<file path="src/rtl/ctrfld_pkg.sv">
// Shared types for the counter field: limit behaviour per direction and
// the source of a step or threshold value.
package ctrfld_pkg;
    typedef enum logic [1:0] {
        LIM_WRAP,   // wrap modulo 2^WIDTH and raise an event
        LIM_EDGE,   // saturate at the natural end (all ones, or zero)
        LIM_FIXED,  // saturate at a parameter value
        LIM_PORT    // saturate at a value taken from an input port
    } lim_mode_e;

    typedef enum logic {
        SRC_FIXED,
        SRC_PORT
    } src_sel_e;
endpackage

</file>
<file path="src/rtl/ctrfld_src_sel.sv">
// Chooses between a parameter constant and an input port for a value
// of width W. A port narrower than W is zero-extended.
// Assumes PW <= W. In fixed mode the port is intentionally left unused.
module ctrfld_src_sel
    import ctrfld_pkg::*;
#(
    parameter int unsigned W         = 8,
    parameter int unsigned PW        = 8,
    parameter src_sel_e    SRC       = SRC_FIXED,
    parameter int unsigned FIXED_VAL = 0
) (
    input  logic [PW-1:0] port_val,
    output logic [W-1:0]  sel_val
);
    generate
        if (SRC == SRC_PORT) begin : g_port
            // Pass the port through, widened to W.
            assign sel_val = W'(port_val);
        end else begin : g_fixed
            logic unused_port;
            // Drive the constant and park the port.
            assign unused_port = ^port_val;
            assign sel_val     = W'(FIXED_VAL);
        end
    endgenerate
endmodule

</file>
<file path="src/rtl/ctrfld_next.sv">
// Computes the next count from the current count, the step amounts
// already gated by their pulses, the write port and the limits.
// The arithmetic is done two bits wider and signed, so that both a carry
// past the top and a borrow below zero are visible. Upper handling comes
// first, then lower handling, so the lower limit wins a conflict.
// Assumes the step amounts are at most 2^WIDTH-1.
module ctrfld_next
    import ctrfld_pkg::*;
#(
    parameter int unsigned WIDTH   = 8,
    parameter lim_mode_e   UP_MODE = LIM_EDGE,
    parameter lim_mode_e   DN_MODE = LIM_EDGE
) (
    input  logic [WIDTH-1:0] cur,
    input  logic [WIDTH-1:0] up_amt,
    input  logic [WIDTH-1:0] dn_amt,
    input  logic [WIDTH-1:0] hi_lim,
    input  logic [WIDTH-1:0] lo_lim,
    input  logic             wr_en,
    input  logic [WIDTH-1:0] wr_data,
    output logic [WIDTH-1:0] nxt,
    output logic             wrap_up,
    output logic             wrap_dn
);
    localparam int SW = WIDTH + 2;
    localparam logic signed [SW-1:0] SPAN_S = SW'(64'(1) << WIDTH);
    localparam logic signed [SW-1:0] MAX_S  = SPAN_S - 1;

    logic signed [SW-1:0] cand;
    logic signed [SW-1:0] wrk;
    logic [1:0]           unused_hi_bits;

    // Build the net candidate, then wrap or clamp it once in each direction.
    always_comb begin
        wrap_up = 1'b0;
        wrap_dn = 1'b0;
        if (wr_en) begin
            cand = $signed({2'b00, wr_data});
        end else begin
            cand = $signed({2'b00, cur}) + $signed({2'b00, up_amt})
                 - $signed({2'b00, dn_amt});
        end
        wrk = cand;
        if (UP_MODE == LIM_WRAP) begin
            if (wrk > MAX_S) begin
                wrk     = wrk - SPAN_S;
                wrap_up = 1'b1;
            end
        end else if (wrk > $signed({2'b00, hi_lim})) begin
            wrk = $signed({2'b00, hi_lim});
        end
        if (DN_MODE == LIM_WRAP) begin
            if (wrk < 0) begin
                wrk     = wrk + SPAN_S;
                wrap_dn = 1'b1;
            end
        end else if (wrk < $signed({2'b00, lo_lim})) begin
            wrk = $signed({2'b00, lo_lim});
        end
        nxt = wrk[WIDTH-1:0];
    end

    assign unused_hi_bits = wrk[SW-1:WIDTH];
endmodule

</file>
<file path="src/rtl/ctrfld_counter.sv">
// Counter field top level. It resolves the steps, limits and thresholds
// from parameters or ports, computes the next value and holds it in the
// count register. The overflow and underflow events are combinational
// and describe the update that the coming edge will make.
// Assumes UP_STEP_W and DN_STEP_W are at most WIDTH.
module ctrfld_counter
    import ctrfld_pkg::*;
#(
    parameter int unsigned WIDTH       = 8,
    parameter int unsigned RST_VAL     = 0,
    parameter bit          DN_ENABLE   = 1'b1,
    parameter src_sel_e    UP_STEP_SRC = SRC_FIXED,
    parameter int unsigned UP_STEP_W   = 4,
    parameter int unsigned UP_STEP_VAL = 1,
    parameter src_sel_e    DN_STEP_SRC = SRC_FIXED,
    parameter int unsigned DN_STEP_W   = 4,
    parameter int unsigned DN_STEP_VAL = 1,
    parameter lim_mode_e   UP_LIM_MODE = LIM_EDGE,
    parameter int unsigned UP_LIM_VAL  = (1 << WIDTH) - 1,
    parameter lim_mode_e   DN_LIM_MODE = LIM_EDGE,
    parameter int unsigned DN_LIM_VAL  = 0,
    parameter src_sel_e    UP_THR_SRC  = SRC_FIXED,
    parameter int unsigned UP_THR_VAL  = (1 << WIDTH) - 1,
    parameter src_sel_e    DN_THR_SRC  = SRC_FIXED,
    parameter int unsigned DN_THR_VAL  = 0
) (
    input  logic                 clk,
    input  logic                 rst_n,
    input  logic                 up_pulse,
    input  logic [UP_STEP_W-1:0] up_step,
    input  logic                 dn_pulse,
    input  logic [DN_STEP_W-1:0] dn_step,
    input  logic [WIDTH-1:0]     up_limit,
    input  logic [WIDTH-1:0]     dn_limit,
    input  logic [WIDTH-1:0]     up_thresh,
    input  logic [WIDTH-1:0]     dn_thresh,
    input  logic                 sw_we,
    input  logic [WIDTH-1:0]     sw_wdata,
    output logic [WIDTH-1:0]     count,
    output logic                 at_or_above,
    output logic                 at_or_below,
    output logic                 overflow,
    underflow
);
    localparam int unsigned MAXV       = (1 << WIDTH) - 1;
    localparam src_sel_e    HI_SRC     = src_sel_e'((UP_LIM_MODE == LIM_PORT) ? SRC_PORT : SRC_FIXED);
    localparam src_sel_e    LO_SRC     = src_sel_e'((DN_LIM_MODE == LIM_PORT) ? SRC_PORT : SRC_FIXED);
    localparam int unsigned HI_CONST   = (UP_LIM_MODE == LIM_FIXED) ? UP_LIM_VAL : MAXV;
    localparam int unsigned LO_CONST   = (DN_LIM_MODE == LIM_FIXED) ? DN_LIM_VAL : 0;

    logic [WIDTH-1:0] up_sel, dn_sel, hi_sel, lo_sel, uthr_sel, dthr_sel;
    logic [WIDTH-1:0] up_amt, dn_amt, nxt;

    ctrfld_src_sel #(.W(WIDTH), .PW(UP_STEP_W), .SRC(UP_STEP_SRC), .FIXED_VAL(UP_STEP_VAL))
        u_up_step (.port_val(up_step), .sel_val(up_sel));
    ctrfld_src_sel #(.W(WIDTH), .PW(DN_STEP_W), .SRC(DN_STEP_SRC), .FIXED_VAL(DN_STEP_VAL))
        u_dn_step (.port_val(dn_step), .sel_val(dn_sel));
    ctrfld_src_sel #(.W(WIDTH), .PW(WIDTH), .SRC(HI_SRC), .FIXED_VAL(HI_CONST))
        u_hi_lim (.port_val(up_limit), .sel_val(hi_sel));
    ctrfld_src_sel #(.W(WIDTH), .PW(WIDTH), .SRC(LO_SRC), .FIXED_VAL(LO_CONST))
        u_lo_lim (.port_val(dn_limit), .sel_val(lo_sel));
    ctrfld_src_sel #(.W(WIDTH), .PW(WIDTH), .SRC(UP_THR_SRC), .FIXED_VAL(UP_THR_VAL))
        u_up_thr (.port_val(up_thresh), .sel_val(uthr_sel));
    ctrfld_src_sel #(.W(WIDTH), .PW(WIDTH), .SRC(DN_THR_SRC), .FIXED_VAL(DN_THR_VAL))
        u_dn_thr (.port_val(dn_thresh), .sel_val(dthr_sel));

    // Gate the steps with their pulses; decrement is gated off entirely when disabled.
    assign up_amt = up_pulse ? up_sel : '0;
    assign dn_amt = (DN_ENABLE && dn_pulse) ? dn_sel : '0;

    ctrfld_next #(.WIDTH(WIDTH), .UP_MODE(UP_LIM_MODE), .DN_MODE(DN_LIM_MODE)) u_next (
        .cur     (count),
        .up_amt  (up_amt),
        .dn_amt  (dn_amt),
        .hi_lim  (hi_sel),
        .lo_lim  (lo_sel),
        .wr_en   (sw_we),
        .wr_data (sw_wdata),
        .nxt     (nxt),
        .wrap_up (overflow),
        .wrap_dn (underflow)
    );

    // Count register with synchronous active-low reset.
    always_ff @(posedge clk) begin
        if (!rst_n) count <= WIDTH'(RST_VAL);
        else        count <= nxt;
    end

    // Threshold flags follow the registered count.
    assign at_or_above = (count >= uthr_sel);
    assign at_or_below = (count <= dthr_sel);
endmodule

</file>
<file path="config.mk">
export PLATFORM = sky130hd
export DESIGN_NAME = ctrfld_counter
export DESIGN_NICKNAME = d
export VERILOG_FILES = /design/src/rtl/ctrfld_pkg.sv /design/src/rtl/ctrfld_src_sel.sv /design/src/rtl/ctrfld_next.sv /design/src/rtl/ctrfld_counter.sv
export SDC_FILE = /design/constraint.sdc
export NUM_CORES = 1
export LEC_CHECK = 0
export ABC_AREA = 1
export BUFFER_PORTS_ARGS = -buffer_cell sky130_fd_sc_hd__buf_4
export CAP_MARGIN = 20
export CORE_AREA = 2 2 81 83
export CTS_BUF_LIST = sky130_fd_sc_hd__clkbuf_8
export CTS_CLUSTER_DIAMETER = 50
export DETAILED_ROUTE_END_ITERATION = 16
export DIE_AREA = 0 0 83 85
export HOLD_SLACK_MARGIN = 0.08
export PLACE_DENSITY = 0.7
export SLEW_MARGIN = 20
export SYNTH_ARGS = -nofsm -noshare
export SYNTH_HDL_FRONTEND = slang
export SYNTH_HIERARCHICAL = 1
export SYNTH_SLANG_ARGS = --single-unit
</file>
<file path="constraint.sdc">
create_clock -name clk -period 5.1 [get_ports clk]
set_input_delay 1.02 -clock clk [delete_from_list [all_inputs] [get_ports clk]]
set_output_delay 1.02 -clock clk [all_outputs]
set_load 0.1 [all_outputs]
</file>
==> impl_summary.txt, run 1 <==
----------------------------------------------------
[Detailed routing]
  First-pass iteration count of the detailed router ... 4
  Number of design rule violations left after detail routing ... 0
  Number of vias per cell after detailed routing ... 4.39
  DRC violation total after the first TritonRoute iteration ... 78
  Drt total wl ... 5480 um
  Average wire per standard cell ... 9.42 um
  Total via count after detailed routing ... 2554
  Residual antenna-violating net count after detailed routing ... 0

[Critical path]
  Startpoint types ... input pin
  Worst path arrival time ... 5.31 ns
  CP dominant cell by count ... nand2_2
  Largest stage delay on the critical path ... 0.32 ns
  Worst Setup End Kind ... flip-flop
  Kind of cell adding the most delay to the critical path ... simple AND/OR/NAND/NOR gates
  Kind of critical path ... input pin to flip-flop
  Slowest stage cell, crit path ... fa_2
  Largest driver fanout on the critical path ... 7
  Data required time at the worst endpoint ... 5.22 ns
  Bufs and invs on worst path ... 7

[GRT]
  Number of antenna violations at the first check in global routing ... 0
  Global Route Usage Sum ... 15.9%
  Wire length of the first global-routing pass ... 9700 um
  Via count of the first global-routing pass ... 2496
  Maximum number of pins on one net before global-route repair ... 14
  Residual overflow from global routing ... 0

[Logic synthesis]
  Multiplexer fraction of the synthesized cell area ... 0%
  Complex-gate fraction of the synthesized area ... 9.41%
  Register bit count reported by yosys ... 8
  Cells after synthesis ... 442
  Xor and xnor area share after synthesis ... 2.61%
  Count of yosys warnings during synthesis ... 6
  Synth Area per Inst ... 6.08 um^2
  Combinational family with the most area after synthesis ... buffers and inverters
  Count of different cell masters after synthesis ... 36
  Fraction of the yosys area taken by sequential cells ... 5.96%
  Cell area after synthesis ... 2690 um^2
  Adder-cell share of the synthesized area ... 23.4%
  Simple-Gate Fraction of Synth Area ... 28.1%

[Worst hold path]
  Hold crit path type ... input pin to flip-flop

[STA]
  Highest clock frequency the design can meet ... 193 MHz
  Final worst setup slack ... -0.0820 ns
  Setup repair after global routing missed its margin ... true
  Final Hold Violating Endpoints ... 0
  Final number of max-transition violations ... 0
  Final setup vio count ... 8
  Clock period minus worst slack ... 5.18 ns
  Largest clock skew in the final design ... 0.00360 ns
  Final period util ... 102%

[Place]
  Gpl congestion ... 0.829
  PortBufs ... 22
  Post-DP HPWL ... 4440 um
  Placed cell count ... 564
  Placed Instance Area ... 3010 um^2

[Clock tree]
  Clock Sink Count ... 8
  TritonCTS clock tree ... done
  Post-CTS Hold Buffers ... 0
  Clock transition at the registers of the reported paths ... 0.04 ns
  H-tree Lvls ... 1
  Total clock buffers created by CTS ... 3
  Maximum clock path buffer count ... 2
  Clock tree root driver cell ... clkbuf_8
  Clock latency at the later pin of the worst-skew pair ... 0.23 ns

[Finish]
  Synth-to-layout area growth ... 24.4%
  Top library cells by usage in the layout, fill and taps aside ... nand2_1 (104), inv_1 (90), buf_4 (70), conb_1 (50), ha_1 (42)
  Most common cell after layout, fill and taps aside ... nand2_1
  Proportion of layout cells with a drive suffix above 1 ... 28.1%
  Post-layout utilization of the core ... 53.8%
  Net count, final ... 609
  Largest register by flop count ... count
  Diode count ... 0
  Registers with the most flip-flops ... count: 8 flops
  Post-route standard cell area excluding fillers ... 3340 um^2
  Max FFs per register ... 8
  Final standard cell count with taps included and fillers excluded ... 582

[Floorplan]
  Vert. Die Dim ... 85 um
  IO Pins ... 65
  Core footprint ... 6200 um^2
  Full die area ... 7060 um^2
  Initial Util ... 43.3%
  Die boundary width ... 83 um
  Standard-cell row count ... 29

[Pwr]
  Sequential group share of total power ... 5.5%
  Leakage dissipation ... 2.11 nW
  Fraction of power consumed by combinational cells ... 91.3%
  Sw Pwr ... 1.21 mW
  Power Internal ... 1.03 mW
  Clock power frac ... 3.3%
  Net switching fraction of the power ... 53.9%
  Worst IR drop on VDD ... 339 uV
  Power per cell area ... 672 nW/um^2

[Run]
  Number of max-cap violations ... 0

[Outcome]
  Outcome ... finished, violations left
  Failing checks ... setup timing

----------------------------------------------------
cell type report:
class | count | area [um^2]
sequential | 8 | 160
tap | 77 | 96.3
clock buffer | 3 | 41.3
timing repair buffer | 74 | 571
inverter | 98 | 368
fill | 591 | 2860
multi-input combinational | 322 | 2100
power by group through the flow:
stage	clock, mW	combinational [mW]	sequential [mW]
after floorplan	0	1.03	0.275
after global placement	0	1.64	0.123
after detailed placement	0	1.68	0.125
after CTS	0.0754	1.91	0.123
after global routing	0.0803	2.27	0.127
final	0.0730	2.05	0.122
through the flow:
step	power (mW)	setup TNS [ns]	worst slack, ns	hold WS, ns
CTS	2.11	-0.321	-0.0518	1.03
global placement	1.77	-2.98	-0.383	1.26
floorplan	1.31	-0.880	-0.116	1.27
global route	2.48	-3.49	-0.484	1.05
detailed placement	1.81	-3.96	-0.502	1.27
finish	2.24	-0.537	-0.0820	1.03
Yosys cell counts (all sizes together):
master | n | area [um^2]
fa | 2 | 40.0
a21oi | 21 | 109
buf | 54 | 402
nor2 | 16 | 67.6
o21ai | 14 | 70.1
xnor2 | 5 | 43.8
o211ai | 1 | 7.51
nand3 | 19 | 118
clkbuf | 2 | 17.5
nand4 | 4 | 25.0
a31oi | 3 | 18.8
a21o | 2 | 16.3
a211oi | 1 | 7.51
inv | 98 | 368
conb | 9 | 33.8
o21bai | 2 | 15.0
nand2 | 126 | 515
nand3b | 1 | 7.51
dfxtp | 8 | 160
ha | 47 | 588
nor3 | 2 | 15.0
or2 | 1 | 6.26
o2111ai | 1 | 8.76
xor2 | 3 | 26.3
worst paths after layout:
check,from,endpoint,slack [ns],depth (start not counted)
setup / recovery,up_pulse,count[2],-0.08,37
setup reg to reg,count[0],count[2],0.43,34
hold reg to reg,count[0],count[0],1.41,12
hold / removal,rst_n,count[6],1.03,3
per-layer routing:
metal	up-vias	part of all wire, %	GRT usage (%)
li1	1380	-	-
met1	1138	42	17.7
met2	25	53	32.6
met3	11	1.8	0.486
met4	0	2.3	4.17
met5	-	0	0
kinds of logic after synthesis:
kind of cell / count (synthesis)
flip-flops: 8
adder cells (fa/ha/maj): 49
AND/OR/NAND/NOR: 169
AO/OA/AOI/OAI: 45
buffers and inverters: 154
other: 9
XOR/XNOR: 8
timing repair:
| action | in CTS | in global routing |
|---|---|---|
| gates resized for setup | 25 | 19 |
| endpoints found under the setup margin | 8 | 8 |
| setup buffers | 11 | 3 |
| cloned | 1 | 0 |
| pin swaps | 13 | 18 |
worst min-delay path, delay by kind of cell:
kind          cells  cell delay, ns
buf+inv           2            0.16
simple gates      1            0.05
Note: power is estimated with default switching activity, not from simulation.
==> run 2, diff against run 1 <==
- CORE_AREA: 2 2 81 83 -> 2 2 113 60
- DIE_AREA: 0 0 83 85 -> 0 0 115 62
==> impl_summary.txt, run 2 (synthesis gave the netlist of run 1 again) <==
----------------------------------------------------
[Finish]
  Net count, final ... 609 (unchanged)
  Most common cell after layout, fill and taps aside ... nand2_1
  Proportion of layout cells with a drive suffix above 1 ... 28.3% (+0.20 points)
  Synth-to-layout area growth ... 26.2%
  Diode count ... 0 (unchanged)
  Post-layout utilization of the core ... 53.8% (-0.091 points)
  Top library cells by usage in the layout, fill and taps aside ... nand2_1 (104), inv_1 (90), buf_4 (69), conb_1 (50), ha_1 (42)
  Max FFs per register ... 8 (unchanged)
  Registers with the most flip-flops ... count: 8 flops
  Fill count ... 634 (+7.3%)
  Largest register by flop count ... count

[Critical path]
  FF-to-FF path depth ... 34 (unchanged)
  Bufs and invs on worst path ... 9 (+2)
  Kind of cell adding the most delay to the critical path ... adder cells
  Largest driver fanout on the critical path ... 7 (unchanged)
  Worst reg2reg startpoint ... count[0]
  Startpoint types ... input pin
  CP dominant cell by count ... nand2_2
  Worst Setup End Kind ... flip-flop
  Slowest stage cell, crit path ... fa_2
  Worst path arrival time ... 5.47 ns (+0.16 ns)
  R2R setup slack ... 0.26 ns (-0.17 ns)
  Data required time at the worst endpoint ... 5.23 ns (about the same)
  Reg-to-reg critical path endpoint ... count[7]
  Number of cells on the critical path ... 37 (unchanged)
  Kind of critical path ... input pin to flip-flop
  Largest stage delay on the critical path ... 0.33 ns (about the same)

[Pwr]
  Sw Pwr ... 1.27 mW (+4.8%)
  Power Internal ... 1.06 mW (+2.2%)
  Worst IR drop on VDD ... 347 uV (+2.5%)
  Power per cell area ... 686 nW/um^2 (+2.1%)
  Leakage dissipation ... 2.12 nW (+0.38%)
  PnR Total Power ... 2.33 mW (+3.6%)
  Net switching fraction of the power ... 54.6% (+0.62 points)
  Sequential group share of total power ... 5.3% (-0.2 points)
  Fraction of power consumed by combinational cells ... 91.3% (about the same)
  Clock power frac ... 3.3% (about the same)

[Floorplan]
  Standard-cell row count ... 21 (-28%)
  Full die area ... 7130 um^2 (+1.1%)
  Die boundary width ... 115 um (+39%)
  Core footprint ... 6310 um^2 (+1.6%)
  Vert. Die Dim ... 62 um (-27%)
  Initial Util ... 42.6% (-0.70 points)
  IO Pins ... 65 (unchanged)

[Clock tree]
  Total clock buffers created by CTS ... 3 (unchanged)
  Maximum clock path buffer count ... 2 (unchanged)
  Clock transition at the registers of the reported paths ... 0.04 ns (about the same)
  Clock Sink Count ... 8 (unchanged)
  H-tree Lvls ... 1 (unchanged)
  Clock tree root driver cell ... clkbuf_8
  Clock latency at the later pin of the worst-skew pair ... 0.23 ns (about the same)
  Post-CTS Hold Buffers ... 0 (unchanged)
  TritonCTS clock tree ... done

[Detailed routing]
  Residual antenna-violating net count after detailed routing ... 0 (unchanged)
  Number of design rule violations left after detail routing ... 0 (unchanged)
  DRC violation total after the first TritonRoute iteration ... 90 (+15%)
  Number of vias per cell after detailed routing ... 4.32 (-1.6%)
  Drt total wl ... 6010 um (+9.7%)
  First-pass iteration count of the detailed router ... 4 (unchanged)
  Average wire per standard cell ... 10.3 um (+9.1%)
  Total via count after detailed routing ... 2527 (-1.1%)

[Outcome]
  Outcome ... finished, violations left
  Failing checks ... setup timing

[STA]
  Final period util ... 105% (+3.0 points)
  Highest clock frequency the design can meet ... 187 MHz (-2.9%)
  Worst hold slack ... 1.04 ns (+0.00675 ns)
  Setup repair after global routing missed its margin ... true
  Sum of negative setup slack ... -1.77 ns (-1.23 ns)
  Final number of max-transition violations ... 0 (unchanged)
  Final worst setup slack ... -0.236 ns (-0.154 ns)
  Final setup vio count ... 8 (unchanged)
  Clock period minus worst slack ... 5.34 ns (+0.154 ns)
  Final Hold Violating Endpoints ... 0 (unchanged)
  Largest clock skew in the final design ... 0.00107 ns (-0.00253 ns)

[Worst hold path]
  Hold crit path type ... input pin to flip-flop
  Worst-case hold path end point ... count[4]
  Worst hold path cell count ... 3 (unchanged)
  Beginning of the worst hold path ... rst_n

[Place]
  Gpl congestion ... 0.872 (+5.1%)
  PortBufs ... 22 (unchanged)
  Post-DP HPWL ... 4820 um (+8.5%)

[GRT]
  Wire length of the first global-routing pass ... 9630 um (-0.78%)
  Number of antenna violations at the first check in global routing ... 0 (unchanged)
  Residual overflow from global routing ... 0 (unchanged)
  Maximum number of pins on one net before global-route repair ... 14 (unchanged)
  Global Route Usage Sum ... 17.2% (+1.3 points)
  Via count of the first global-routing pass ... 2243 (-10%)

[Run]
  Number of max-cap violations ... 0 (unchanged)

----------------------------------------------------
-- run 2: how the worst max path moves through the flow --
stage	from	to	slack, ns
3_5_place_dp	up_pulse	count[5]	-0.62
3_3_place_gp	up_pulse	count[0]	-0.48
4_1_cts	up_pulse	count[4]	-0.15
2_1_floorplan	up_pulse	count[1]	-0.12
6_report	up_pulse	count[7]	-0.24
5_1_grt	up_pulse	count[1]	-0.52
-- run 2: what timing repair did --
action	4_1_cts	5_1_grt
hold endpoints to repair	0	0
resized for setup	23	25
setup buffers	17	8
setup endpoints to repair	8	8
pin swaps	16	23
gates cloned	1	0
-- run 2: per-stage QoR --
step                worst slack [ns]  cell area, um^2  std cells
floorplan                     -0.116             2890        483
global placement              -0.477             2940        557
detailed placement            -0.623             2940        557
CTS                           -0.152             3220        577
global route                  -0.521             3390        585
finish                        -0.236             3390        585
-- run 2: power by group through the flow --
stage,clock (mW),combinational (mW),sequential (mW)
4_1_cts,0.0808,1.89,0.125
2_1_floorplan,0,1.03,0.275
3_3_place_gp,0,1.57,0.126
5_1_grt,0.0842,2.33,0.128
6_report,0.0774,2.12,0.124
3_5_place_dp,0,1.63,0.126
-- run 2: worst reg2reg max path: cells and delay by family, from the launching register on --
family          cells  cell delay, ns
xor+xnor            2            0.39
compound gates      6            0.81
buf+inv             7            0.65
simple gates       14            1.13
flops               1            0.43
fa+ha+maj           5            1.33
-- run 2: per-layer routing --
layer  part of all wire, %  vias up  global-route usage [%]
li1                      -     1374                       -
met1                    50     1126                    23.1
met2                    47       23                    31.1
met3                   2.1        4                    1.94
met4                  0.48        0                    2.75
met5                     0        -                       0
-- run 2: area by class of cell --
type / instances / area (um^2) / area share, %
clock buffer: 3 / 41.3 / 1.22
inverter: 98 / 368 / 10.9
multi-input combinational: 322 / 2140 / 63.2
sequential: 8 / 160 / 4.73
tap: 80 / 100 / 2.95
timing repair buffer: 74 / 578 / 17.1
==> run 3, diff against run 2 <==
- REMOVE_ABC_BUFFERS: default -> 1
==> impl_summary.txt, run 3 (synthesis gave the netlist of run 1 again) <==
----------------------------------------------------
[Clock tree]
  Maximum clock path buffer count ... 2 (unchanged)
  Post-CTS Hold Buffers ... 0 (unchanged)
  Clock transition at the registers of the reported paths ... 0.04 ns (about the same)
  Total clock buffers created by CTS ... 3 (unchanged)
  TritonCTS clock tree ... done
  H-tree Lvls ... 1 (unchanged)
  Clock tree root driver cell ... clkbuf_8
  Clock Sink Count ... 8 (unchanged)
  Clock latency at the later pin of the worst-skew pair ... 0.23 ns (about the same)

[Finish]
  Top library cells by usage in the layout, fill and taps aside ... nand2_1 (100), inv_1 (91), buf_4 (60), conb_1 (50), ha_1 (40)
  Post-route standard cell area excluding fillers ... 3380 um^2 (-0.26%)
  Max FFs per register ... 8 (unchanged)
  Largest register by flop count ... count
  Post-layout utilization of the core ... 53.6% (-0.14 points)
  Diode count ... 0 (unchanged)
  Most common cell after layout, fill and taps aside ... nand2_1
  Synth-to-layout area growth ... 25.8%
  Proportion of layout cells with a drive suffix above 1 ... 28.1% (-0.20 points)
  Net count, final ... 602 (-1.1%)
  Registers with the most flip-flops ... count: 8 flops

[Floorplan]
  Initial Util ... 42.6% (unchanged)
  IO Pins ... 65 (unchanged)
  Core footprint ... 6310 um^2 (unchanged)
  Standard-cell row count ... 21 (unchanged)
  Die boundary width ... 115 um (unchanged)
  Vert. Die Dim ... 62 um (unchanged)
  Full die area ... 7130 um^2 (unchanged)

[Place]
  Gpl congestion ... 0.836 (-4.1%)
  Placed Instance Area ... 2920 um^2 (-0.68%)
  Pre-CTS setup slack ... -0.847 ns (-0.225 ns)
  Post-DP HPWL ... 4730 um (-1.7%)
  PortBufs ... 22 (unchanged)

[STA]
  Final setup vio count ... 8 (unchanged)
  Clock period minus worst slack ... 5.44 ns (+0.104 ns)
  Final period util ... 107% (+2.0 points)
  Final number of max-transition violations ... 0 (unchanged)
  Highest clock frequency the design can meet ... 184 MHz (-1.9%)
  Setup repair after global routing missed its margin ... true
  Final worst setup slack ... -0.340 ns (-0.104 ns)
  Worst hold slack ... 1.04 ns (+0.00490 ns)
  Largest clock skew in the final design ... 0.00370 ns (+0.00263 ns)
  Final Hold Violating Endpoints ... 0 (unchanged)
  Sum of negative setup slack ... -2.43 ns (-0.656 ns)

[Critical path]
  Kind of critical path ... input pin to flip-flop
  Startpoint types ... input pin
  Bufs and invs on worst path ... 10 (+1)
  Largest stage delay on the critical path ... 0.37 ns (+0.04 ns)
  Worst reg2reg startpoint ... count[0]
  Source of the critical timing path ... up_pulse
  Data required time at the worst endpoint ... 5.28 ns (+0.05 ns)
  Worst path arrival time ... 5.62 ns (+0.15 ns)
  Largest driver fanout on the critical path ... 8 (+1)
  Slowest stage cell, crit path ... fa_2
  Worst Setup End Kind ... flip-flop
  Kind of cell adding the most delay to the critical path ... adder cells

[Pwr]
  Leakage dissipation ... 2.09 nW (-1.0%)
  Worst IR drop on VDD ... 212 uV (-39%)
  Power per cell area ... 691 nW/um^2 (+0.74%)

[Detailed routing]
  Drt total wl ... 6270 um (+4.2%)
  Total via count after detailed routing ... 2507 (-0.79%)
  Number of design rule violations left after detail routing ... 0 (unchanged)
  Residual antenna-violating net count after detailed routing ... 0 (unchanged)
  First-pass iteration count of the detailed router ... 4 (unchanged)
  DRC violation total after the first TritonRoute iteration ... 95 (+5.6%)
  Number of vias per cell after detailed routing ... 4.34 (+0.41%)
  Average wire per standard cell ... 10.8 um (+5.5%)

[GRT]
  Maximum number of pins on one net before global-route repair ... 14 (unchanged)
  Number of antenna violations at the first check in global routing ... 0 (unchanged)
  Residual overflow from global routing ... 0 (unchanged)
  Wire length of the first global-routing pass ... 9550 um (-0.79%)
  Via count of the first global-routing pass ... 2307 (+2.9%)
  Global Route Usage Sum ... 16.6% (-0.54 points)

[Worst hold path]
  Beginning of the worst hold path ... rst_n
  Hold crit path type ... input pin to flip-flop

[Outcome]
  Failing checks ... setup timing
  Outcome ... finished, violations left

[Run]
  Number of max-cap violations ... 0 (unchanged)

----------------------------------------------------
-- run 3: what timing repair did --
action                                  CTS  global route
setup buffers                             9             6
pin swaps                                17            32
endpoints found under the setup margin    8             8
endpoints found under the hold margin     0             0
resized for setup                        30            44
gates cloned                              1             0
-- run 3: per-layer routing --
metal	vias up	wire, um	GRT usage, %
met2	22	3060	30.8
met3	4	123	1.16
li1	1362	-	-
met1	1119	3040	22.5
met4	0	44	2.24
met5	-	0	0
-- run 3: area by class of cell --
| class | count | area (um^2) |
|---|---|---|
| clock buffers | 3 | 41.3 |
| fillers | 576 | 2930 |
| inverters | 98 | 368 |
| multi-input cells | 322 | 2180 |
| flip-flops and latches | 8 | 160 |
| well taps | 80 | 100 |
| repair buffers | 67 | 533 |
-- run 3: per-stage QoR --
step / power [mW] / cells
floorplan: 1.22 / 427
global placement: 1.68 / 560
detailed placement: 1.73 / 560
CTS: 1.99 / 572
global route: 2.55 / 578
finish: 2.34 / 578
-- run 3: tightest hold or removal path, stage by stage --
cell and delay, ns:
buf_4 0.13, nand2_1 0.05, inv_1 0.04
-- run 3: power by group --
group | internal, mW | switching (mW)
Sequential | 0.0882 | 0.0364
Clock | 0.0510 | 0.0232
Combinational | 0.911 | 1.23
Total | 1.05 | 1.29
-- run 3: path summary, 6_finish.rpt --
| kind | endpoint | slack, ns | cells past startpoint |
|---|---|---|---|
| worst min register to register | count[0] | 1.44 | 12 |
| worst max register to register | count[4] | 0.18 | 32 |
| worst min-delay path | count[4] | 1.04 | 3 |
| worst max-delay path | count[4] | -0.34 | 35 |
